## config.mk

```make
export PLATFORM = sky130hd
export DESIGN_NAME = tri_lane_deskew
export DESIGN_NICKNAME = d
export VERILOG_FILES = /design/src/rtl/deskew_pkg.sv /design/src/rtl/lane_fifo.sv /design/src/rtl/deskew_ctrl.sv /design/src/rtl/deskew_out.sv /design/src/rtl/tri_lane_deskew.sv
export SDC_FILE = /design/constraint.sdc
export NUM_CORES = 1
export LEC_CHECK = 0
export ABC_AREA = 1
export BUFFER_PORTS_ARGS = -buffer_cell sky130_fd_sc_hd__buf_2
export CAP_MARGIN = 20
export CORE_AREA = 2 2 254 156
export DETAILED_ROUTE_END_ITERATION = 16
export DIE_AREA = 0 0 256 158
export PLACE_DENSITY = 0.87
export SYNTH_ARGS = -nofsm -noshare
export SYNTH_HDL_FRONTEND = slang
export SYNTH_SLANG_ARGS = --single-unit
```

## constraint.sdc

```tcl
create_clock -name clk_i -period 8.9 [get_ports clk_i]
set_input_delay 0.89 -clock clk_i [delete_from_list [all_inputs] [get_ports clk_i]]
set_output_delay 0.89 -clock clk_i [all_outputs]
set_load 0.02 [all_outputs]
```

## src/rtl/deskew_pkg.sv

```systemverilog
package deskew_pkg;
  localparam int unsigned NUM_LANES = 3;
  typedef logic [NUM_LANES-1:0] lane_mask_t;
endpackage

```

## src/rtl/lane_fifo.sv

```systemverilog
module lane_fifo #(
  parameter int unsigned SYM_W = 10,
  parameter int unsigned DEPTH = 16
) (
  input  logic             clk_i,
  input  logic             rst_ni,
  input  logic             flush_i,
  input  logic             wr_i,
  input  logic [SYM_W-1:0] sym_i,
  input  logic             mark_i,
  input  logic             rd_i,
  output logic [SYM_W-1:0] head_sym_o,
  output logic             head_mark_o,
  output logic             empty_o,
  output logic             full_o,
  output logic             ovf_o
);
  localparam int unsigned AW = $clog2(DEPTH);
  localparam int unsigned EW = SYM_W + 1;

  logic [EW-1:0] mem_q [DEPTH];
  logic [AW:0]   wptr_q, rptr_q;
  logic          do_rd, do_wr;

  assign empty_o = (wptr_q == rptr_q);
  assign full_o  = (wptr_q[AW] != rptr_q[AW]) && (wptr_q[AW-1:0] == rptr_q[AW-1:0]);
  assign do_rd   = rd_i && !empty_o;
  assign do_wr   = wr_i && (!full_o || do_rd);
  assign ovf_o   = wr_i && full_o && !do_rd;

  assign {head_mark_o, head_sym_o} = mem_q[rptr_q[AW-1:0]];

  always_ff @(posedge clk_i or negedge rst_ni) begin
    if (!rst_ni) begin
      wptr_q <= '0;
      rptr_q <= '0;
    end else if (flush_i) begin
      wptr_q <= '0;
      rptr_q <= '0;
    end else begin
      if (do_wr) wptr_q <= wptr_q + 1'b1;
      if (do_rd) rptr_q <= rptr_q + 1'b1;
    end
  end

  always_ff @(posedge clk_i) begin
    if (do_wr && !flush_i) mem_q[wptr_q[AW-1:0]] <= {mark_i, sym_i};
  end
endmodule

```

## src/rtl/deskew_ctrl.sv

```systemverilog
module deskew_ctrl #(
  parameter int unsigned NL = 3
) (
  input  logic          en_i,
  input  logic [NL-1:0] empty_i,
  input  logic [NL-1:0] head_mark_i,
  output logic [NL-1:0] rd_o,
  output logic          pop_all_o,
  output logic          all_mark_o
);
  logic [NL-1:0] mark_eff;
  logic [NL-1:0] stall;

  assign all_mark_o = &mark_eff;

  for (genvar l = 0; l < NL; l++) begin : g_lane
    // an empty lane counts as not yet showing its marker
    assign mark_eff[l] = head_mark_i[l] && !empty_i[l];
    assign stall[l]    = en_i && mark_eff[l] && !all_mark_o;
    assign rd_o[l]     = en_i && !empty_i[l] && !stall[l];
  end

  assign pop_all_o = &rd_o;
endmodule

```

## src/rtl/deskew_out.sv

```systemverilog
module deskew_out #(
  parameter int unsigned SYM_W = 10,
  parameter int unsigned NL    = 3
) (
  input  logic                clk_i,
  input  logic                rst_ni,
  input  logic                clear_i,
  input  logic                pop_all_i,
  input  logic                all_mark_i,
  input  logic [NL*SYM_W-1:0] head_sym_i,
  input  logic [NL-1:0]       head_mark_i,
  output logic [NL*SYM_W-1:0] sym_o,
  output logic [NL-1:0]       mark_o,
  output logic                out_valid_o,
  output logic                deskewed_o
);
  logic prev_mark_q;

  always_ff @(posedge clk_i or negedge rst_ni) begin
    if (!rst_ni) begin
      sym_o       <= '0;
      mark_o      <= '0;
      out_valid_o <= 1'b0;
      deskewed_o  <= 1'b0;
      prev_mark_q <= 1'b0;
    end else if (clear_i) begin
      sym_o       <= '0;
      mark_o      <= '0;
      out_valid_o <= 1'b0;
      deskewed_o  <= 1'b0;
      prev_mark_q <= 1'b0;
    end else begin
      out_valid_o <= pop_all_i;
      if (pop_all_i) begin
        sym_o       <= head_sym_i;
        mark_o      <= head_mark_i;
        prev_mark_q <= all_mark_i;
        // lock on the rising edge of a common marker
        if (all_mark_i && !prev_mark_q) deskewed_o <= 1'b1;
      end
    end
  end
endmodule

```

## src/rtl/tri_lane_deskew.sv

```systemverilog
module tri_lane_deskew
  import deskew_pkg::*;
#(
  parameter int unsigned SYM_W = 10,
  parameter int unsigned DEPTH = 16
) (
  input  logic                       clk_i,
  input  logic                       rst_ni,
  input  logic                       align_done_i,
  input  logic [NUM_LANES-1:0]       lane_vld_i,
  input  logic [NUM_LANES*SYM_W-1:0] lane_sym_i,
  input  logic [NUM_LANES-1:0]       lane_mark_i,
  output logic [NUM_LANES*SYM_W-1:0] sym_o,
  output logic [NUM_LANES-1:0]       mark_o,
  output logic                       out_valid_o,
  output logic                       deskewed_o,
  output logic                       realign_o
);
  localparam int unsigned BUS_W = NUM_LANES * SYM_W;

  lane_mask_t       rd_w, empty_w, full_w, ovf_w, head_mark_w;
  logic [BUS_W-1:0] head_sym_w;
  logic             pop_all_w, all_mark_w, ovf_any, flush_w;

  assign ovf_any = |ovf_w;
  assign flush_w = ovf_any || !align_done_i;

  for (genvar l = 0; l < NUM_LANES; l++) begin : g_lane
    lane_fifo #(.SYM_W(SYM_W), .DEPTH(DEPTH)) u_fifo (
      .clk_i       (clk_i),
      .rst_ni      (rst_ni),
      .flush_i     (flush_w),
      .wr_i        (lane_vld_i[l] && align_done_i),
      .sym_i       (lane_sym_i[l*SYM_W +: SYM_W]),
      .mark_i      (lane_mark_i[l]),
      .rd_i        (rd_w[l]),
      .head_sym_o  (head_sym_w[l*SYM_W +: SYM_W]),
      .head_mark_o (head_mark_w[l]),
      .empty_o     (empty_w[l]),
      .full_o      (full_w[l]),
      .ovf_o       (ovf_w[l])
    );
  end

  deskew_ctrl #(.NL(NUM_LANES)) u_ctrl (
    .en_i        (align_done_i),
    .empty_i     (empty_w),
    .head_mark_i (head_mark_w),
    .rd_o        (rd_w),
    .pop_all_o   (pop_all_w),
    .all_mark_o  (all_mark_w)
  );

  deskew_out #(.SYM_W(SYM_W), .NL(NUM_LANES)) u_out (
    .clk_i       (clk_i),
    .rst_ni      (rst_ni),
    .clear_i     (flush_w),
    .pop_all_i   (pop_all_w),
    .all_mark_i  (all_mark_w),
    .head_sym_i  (head_sym_w),
    .head_mark_i (head_mark_w),
    .sym_o       (sym_o),
    .mark_o      (mark_o),
    .out_valid_o (out_valid_o),
    .deskewed_o  (deskewed_o)
  );

  always_ff @(posedge clk_i or negedge rst_ni) begin
    if (!rst_ni) realign_o <= 1'b0;
    else         realign_o <= ovf_any;
  end
endmodule

```

==> key figures, run 1 <==
Global routing
  • Largest net degree at the start of global routing: 94
  • GR Util met2: 0.4493
  • Met3 GRT Util: 0.06340
  • GRT Overall Usage: 0.2924
  • Number of global-route vias before repair: 15390
  • Total grt overflow: 0
  • Met1 global-route usage: 0.4351
  • GR peak layer: met2
  • First-pass GRT wire length: 90.00 mm
  • Initial antenna violation count: 1

Synthesis
  • Synthesized flop and latch total: 595
  • Synth area leaders: edfxtp_1 65%, nand2_1 8.6%, dfrtp_1 6.8%
  • Synth Instances: 1993
  • Avg Inst Size Synth: 12.31 um2
  • Net Count, Synth: 2047
  • Area leader, netlist: edfxtp_1
  • Synth Cell Area: 24540 um2
  • Sequential area share after synthesis: 0.7145
  • Yosys warns: 0
  • Synth top area share: 0.6461
  • Post-synth cell types: 32

STA
  • Setup_tns: 0 ns
  • Worst slew pin tran: 1.138 ns
  • Setup violators final: 0
  • Post-route minimum period: 5.424 ns
  • Clock Skews: 0.03288 ns
  • Final Cycle Share: 0.6095
  • Final hold vios: 0
  • Unrepaired setup endpoints after global routing: false
  • Max Freq: 184.4 MHz
  • Slew headroom: 0.2385
  • Pins Over Slew Limit: 0

Worst setup path
  • R2R depth: 19
  • Setup CP Type: reg2reg
  • R2r setup slk: 3.48 ns
  • Slowest stage delay, CP: 0.90 ns
  • Most common cell on crit path: nand2_1
  • Crit path capture type: flop
  • Req. time, crit path: 9.09 ns
  • WP depth: 19
  • Crit. Startpoint: g_lane[2].u_fifo.rptr_q[0]$_DFFE_PN0P_
  • Crit Reg-Reg Endpoint: g_lane[0].u_fifo.mem_q[15][5]$_DFFE_PP_
  • CP bufs+invs: 4
  • Crit Path Max Fanout: 93
  • CP arrival: 5.62 ns
  • CP Cell Sequence: buf_4, inv_2, buf_4, nand2_1, nand2_1, nand2_1, o21ai_0, nand2_1, nand2_1, inv_1, a21oi_2, nand2_2, nand2_2, nand2_4, nand2_4, nand2_4, nor2_8, nand2_4, nor2_1
  • Critical Path Source Type: flop
  • Crit path max-delay cell type: nor2_1
  • CP endpoint: g_lane[0].u_fifo.mem_q[15][5]$_DFFE_PP_
  • Reg2reg start: g_lane[2].u_fifo.rptr_q[0]$_DFFE_PN0P_
  • Delay-heaviest family, CP: simple AND/OR/NAND/NOR gates

Power and ir drop
  • Total power: 5847 uW
  • Peak VDD IR: 0.1517 mV
  • Pwr per Cell Area: 217.4 nW/um2
  • Pint: 4493 uW
  • P_leak: 0.01010 uW
  • Clk network pwr share: 0.393
  • Sw power: 1355 uW
  • Reg power frac: 0.526
  • Sw Share: 0.2317
  • Logic gate share of total power: 0.081

Clock tree
  • CTS resizes: 0
  • Post-CTS Setup Inserts: 0
  • Clock slew at reported path FFs: 0.07 ns
  • CTS Buf Count: 51
  • Clk sinks: 595
  • CTS tree: done
  • # hold bufs at CTS: 0
  • Longest Clk Path Bufs: 3
  • Clk root buf: clkbuf_16
  • Worst skew pair latency: 0.59 ns
  • Htree depth: 2

Outcome
  • Status: complete, no violations

Floorplan
  • DIE WIDTH: 256 um
  • Core area: 38330 um2
  • Die Y: 158 um
  • Initial Util: 0.6402
  • Die Area: 40450 um2
  • I/O pins: 75
  • Num rows: 56

Route
  • DRC: 0
  • First-pass DRT Iterations: 7
  • Via density: 6.414
  • Initial DRC Count: 2604
  • Wire per inst: 23.13 um
  • Vias after detailed routing: 16550
  • Post-route ant nets: 0
  • WL final: 59.67 mm

Run
  • Max Cap Viol: 0

Final layout
  • Fillers: 2452
  • Syn-to-layout area delta: 9.591%
  • Most frequent cells in the layout: 561 x nand2_1, 528 x edfxtp_1, 186 x a21oi_1
  • Share of layout cells above drive strength 1: 0.1040
  • # nets final: 2069
  • Commonest non-fill, non-tap cell in the layout: nand2_1
  • Diodes inserted: 0

Placement
  • Placer Congestion: 0.9409
  • Post-detail-place hpwl: 37.16 mm
  • I/O Buffers: 74

Worst hold path
  • Hold WC Path Type: in2async
==> final cells by class <==
class                      instances  area, um2  area share
clock buffer                      70       1398     0.05197
clock inverter                    26      311.5     0.01159
inverter                          81      306.5     0.01140
multi-input combinational       1195       6155      0.2289
sequential                       595      17540      0.6521
tap                              522      653.1     0.02429
timing repair buffer              91      533.0     0.01982
==> how the worst min path moves through the flow <==
stage | start | endpoint | slack (ns) | cells after the start
after floorplan | u_out.prev_mark_q$_DFFE_PN0P_ | u_out.prev_mark_q$_DFFE_PN0P_ | 0.49 | 2
after global placement | u_out.sym_o[15]$_DFFE_PN0P_ | u_out.sym_o[15]$_DFFE_PN0P_ | 0.50 | 2
after detailed placement | u_out.sym_o[11]$_DFFE_PN0P_ | u_out.sym_o[11]$_DFFE_PN0P_ | 0.50 | 2
after CTS | rst_ni | u_out.sym_o[12]$_DFFE_PN0P_ | 0.42 | 1
after global routing | rst_ni | u_out.sym_o[12]$_DFFE_PN0P_ | 0.47 | 1
final | rst_ni | u_out.sym_o[12]$_DFFE_PN0P_ | 0.40 | 1
==> per-stage QoR <==
stage / cell area [um2] / hold WS (ns) / utilization / worst slack, ns / instances
finish: 26890 / 0.4032 / 0.7017 / 3.476 / 2580
detailed placement: 25110 / 0.5046 / 0.6551 / 3.691 / 2478
global placement: 25100 / 0.5041 / 0.6548 / 3.853 / 2477
floorplan: 24540 / 0.4906 / - / 6.083 / 1993
CTS: 26820 / 0.4215 / 0.6997 / 3.640 / 2574
global route: 26890 / 0.4734 / 0.7017 / 3.149 / 2580
==> power by group through the flow <==
stage          clock (uW)  sequential [uW]  combinational (uW)
2_1_floorplan           0             3130                 303
3_3_place_gp            0             3130                 435
3_5_place_dp            0             3140                 452
4_1_cts              2300             3080                 456
5_1_grt              2410             3080                 507
6_report             2300             3080                 471
==> logic make-up (layout without fill, tap and decap cells) <==
| kind of cell | count (synthesis) | after routing | synth area share |
|---|---|---|---|
| AND/OR/NAND/NOR | 807 | 807 | 0.1381 |
| flip-flops | 595 | 595 | 0.7145 |
| AO/OA/AOI/OAI | 353 | 353 | 0.09795 |
| buffers and inverters | 203 | 268 | 0.03472 |
| XOR/XNOR | 20 | 20 | 0.007139 |
| adder cells (fa/ha/maj) | 15 | 15 | 0.007648 |
==> synthesized netlist by cell type, drive strengths merged <==
| cell type | instances |
|---|---|
| buf | 51 |
| nand4 | 47 |
| clkinv | 1 |
| o21ai | 13 |
| nor3 | 25 |
| nor2 | 111 |
| clkbuf | 71 |
| a32o | 60 |
| dfrtp | 67 |
| xnor2 | 6 |
| ha | 15 |
| inv | 80 |
| xor2 | 14 |
| a22oi | 13 |
| edfxtp | 528 |
| nand2 | 576 |
| a21oi | 190 |
| nand3 | 48 |
| a221oi | 77 |
==> state kept, by name, summed over array words and instances (netlist names) <==
register              cells
u_out.sym_o              30
u_out.deskewed_o          1
u_out.mark_o              3
g_lane.u_fifo.wptr_q     15
u_out.prev_mark_q         1
g_lane.u_fifo.mem_q     528
realign_o                 1
g_lane.u_fifo.rptr_q     15
u_out.out_valid_o         1
==> metal layers <==
layer	vias to the layer above	wire, um
met2	1203	26930
met3	133	7989
met4	2	1276
li1	7272	-
met1	7938	23450
met5	-	13
No activity file was read; power rests on OpenSTA's default activity.
==> inputs of run 2 (changes only) <==
--- a/config.mk
+++ b/config.mk
@@ -8,10 +8,10 @@
 export ABC_AREA = 1
 export BUFFER_PORTS_ARGS = -buffer_cell sky130_fd_sc_hd__buf_2
 export CAP_MARGIN = 20
-export CORE_AREA = 2 2 254 156
+export CORE_AREA = 2 2 260 160
 export DETAILED_ROUTE_END_ITERATION = 16
-export DIE_AREA = 0 0 256 158
-export PLACE_DENSITY = 0.87
+export DIE_AREA = 0 0 262 162
+export PLACE_DENSITY = 0.84
 export SYNTH_ARGS = -nofsm -noshare
 export SYNTH_HDL_FRONTEND = slang
 export SYNTH_SLANG_ARGS = --single-unit
==> constraint.sdc (replaced) <==
create_clock -name clk_i -period 5.1 [get_ports clk_i]
set_input_delay 0.51 -clock clk_i [delete_from_list [all_inputs] [get_ports clk_i]]
set_output_delay 0.51 -clock clk_i [all_outputs]
set_load 0.02 [all_outputs]
==> run 2 against run 1 <==
Compared with the run above: setup slack worse by 2.5 ns; first-iteration DRC count rose by 0.19%; clock power rose by 60%; clock-buffer cell count down 4; non-clock buffer count up 48; final cell count grew 2.2%; highest routed layer unchanged.
==> key figures, run 2 (synthesized netlist as in run 1, its figures left out) <==
Route
  • Post-route ant nets: 0
  • DRC: 0
  • Wire per inst: 23.21 um
  • WL final: 61.19 mm
  • Via density: 6.359
  • Initial DRC Count: 2609
  • Vias after detailed routing: 16760
  • First-pass DRT Iterations: 5

Final layout
  • Share of layout cells above drive strength 1: 0.1212
  • # nets final: 2117
  • Commonest non-fill, non-tap cell in the layout: nand2_1
  • Util after Layout: 0.6781
  • Fillers: 2712
  • Most frequent cells in the layout: 561 x nand2_1, 528 x edfxtp_1, 186 x a21oi_1
  • Design Area, Final: 27080 um2
  • Max FFs per register: 528
  • Syn-to-layout area delta: 10.36%

Worst setup path
  • Delay-heaviest family, CP: simple AND/OR/NAND/NOR gates
  • Req. time, crit path: 5.39 ns
  • WP depth: 18
  • Crit Path Max Fanout: 90
  • Crit path capture type: flop
  • R2R depth: 18
  • CP bufs+invs: 3
  • Most common cell on crit path: nand2_1
  • CP Cell Sequence: inv_4, nand2_1, nand2_1, nand2_1, nand3_1, nand3_1, nand2_2, nand2_2, nor2_2, nand2_2, nand2_2, nand2_2, nand2_1, nand2_1, inv_1, nand2_1, nor2_1, buf_4
  • Slowest stage delay, CP: 0.76 ns
  • CP arrival: 4.41 ns
  • Setup CP Type: reg2reg
  • Crit path max-delay cell type: inv_4
  • Critical Path Source Type: flop

Power and ir drop
  • Pwr per Cell Area: 365.5 nW/um2
  • Sw Share: 0.2356
  • Pint: 7566 uW
  • Logic gate share of total power: 0.086
  • Reg power frac: 0.541
  • Sw power: 2332 uW
  • P_leak: 0.01026 uW
  • Clk network pwr share: 0.373
  • Peak VDD IR: 0.2642 mV

STA
  • Clock Skews: 0.03093 ns
  • Setup violators final: 0
  • Slew headroom: 0.3492
  • Final Cycle Share: 0.8075
  • Post-route minimum period: 4.118 ns
  • Max Freq: 242.8 MHz
  • Pins Over Slew Limit: 0
  • Final hold vios: 0
  • Worst slew pin tran: 0.9762 ns
  • Setup_tns: 0 ns
  • Unrepaired setup endpoints after global routing: false

Clock tree
  • CTS resizes: 0
  • Post-CTS Setup Inserts: 0
  • CTS Buf Count: 51
  • Longest Clk Path Bufs: 3
  • Clk sinks: 595
  • Worst skew pair latency: 0.58 ns
  • CTS tree: done
  • Htree depth: 2
  • # hold bufs at CTS: 0
  • Clk root buf: clkbuf_16
  • Clock slew at reported path FFs: 0.07 ns

Floorplan
  • Core area: 39940 um2
  • Num rows: 57
  • Die Area: 42440 um2
  • Initial Util: 0.6144
  • DIE WIDTH: 262 um
  • I/O pins: 75
  • Die Y: 162 um

Global routing
  • Total grt overflow: 0
  • GRT Overall Usage: 0.2883
  • First-pass GRT wire length: 92.52 mm
  • Number of global-route vias before repair: 15560
  • Initial antenna violation count: 2
  • Largest net degree at the start of global routing: 94

Placement
  • I/O Buffers: 74
  • Cell area after placement: 25530 um2
  • Post-detail-place hpwl: 38.65 mm
  • Placer Congestion: 0.9061

Worst hold path
  • Hold WC Path Type: in2async

Run
  • Max Cap Viol: 0

Outcome
  • Status: complete, no violations
run 2: metrics by stage:
| stage | std cells | total power (uW) | worst slack [ns] | hold WS (ns) |
|---|---|---|---|---|
| after floorplan | 1993 | 5983 | 2.283 | 0.2144 |
| after global routing | 2636 | 10190 | 0.6875 | 0.1281 |
| final | 2636 | 9898 | 0.9816 | 0.05758 |
| after global placement | 2541 | 6251 | 1.276 | 0.5000 |
| after CTS | 2635 | 9900 | 1.087 | 0.08047 |
| after detailed placement | 2541 | 6278 | 1.131 | 0.5040 |
run 2: final cells by class:
type / instances / area (um2) / area share
timing repair buffer: 139 / 873.3 / 0.03225
antenna: 1 / 2.502 / 0.00009240
inverter: 81 / 306.5 / 0.01132
tap: 531 / 664.4 / 0.02453
multi-input combinational: 1195 / 6155 / 0.2273
sequential: 595 / 17540 / 0.6475
clock buffer: 66 / 1333 / 0.04921
clock inverter: 28 / 211.5 / 0.007808
run 2: worst register-to-register path: cells and delay by family, from the launching register on:
kind	cells	cell delay, ns
flops	1	0.63
simple gates	15	2.04
buf+inv	3	1.17
run 2: power by group through the flow:
stage,Combinational (uW),Clock [uW],Sequential (uW)
2_1_floorplan,529,0,5450
3_3_place_gp,790,0,5460
3_5_place_dp,815,0,5460
4_1_cts,823,3720,5360
5_1_grt,911,3920,5360
6_report,847,3690,5360
run 2: path summary, 6_finish.rpt:
| kind | start | to | slack [ns] |
|---|---|---|---|
| max | g_lane[1].u_fifo.rptr_q[0]$_DFFE_PN0P_ | g_lane[1].u_fifo.mem_q[2][4]$_DFFE_PP_ | 0.98 |
| max reg2reg | g_lane[1].u_fifo.rptr_q[0]$_DFFE_PN0P_ | g_lane[1].u_fifo.mem_q[2][4]$_DFFE_PP_ | 0.98 |
| min reg2reg | u_out.sym_o[5]$_DFFE_PN0P_ | u_out.sym_o[5]$_DFFE_PN0P_ | 0.52 |
| max in group asynchronous | rst_ni | g_lane[0].u_fifo.rptr_q[0]$_DFFE_PN0P_ | 4.36 |
| min in group clk_i | lane_sym_i[10] | g_lane[1].u_fifo.mem_q[11][0]$_DFFE_PP_ | 0.32 |
| min | rst_ni | u_out.sym_o[16]$_DFFE_PN0P_ | 0.06 |
run 2: per-layer routing:
metal  wire length (um)  track usage  vias to the layer above
li1                   -            -                     7354
met1              25400       0.4510                     8170
met2              26520       0.4095                     1128
met3               7943      0.06944                      109
met4               1307      0.07011                        2
met5                 12     0.008102                        -
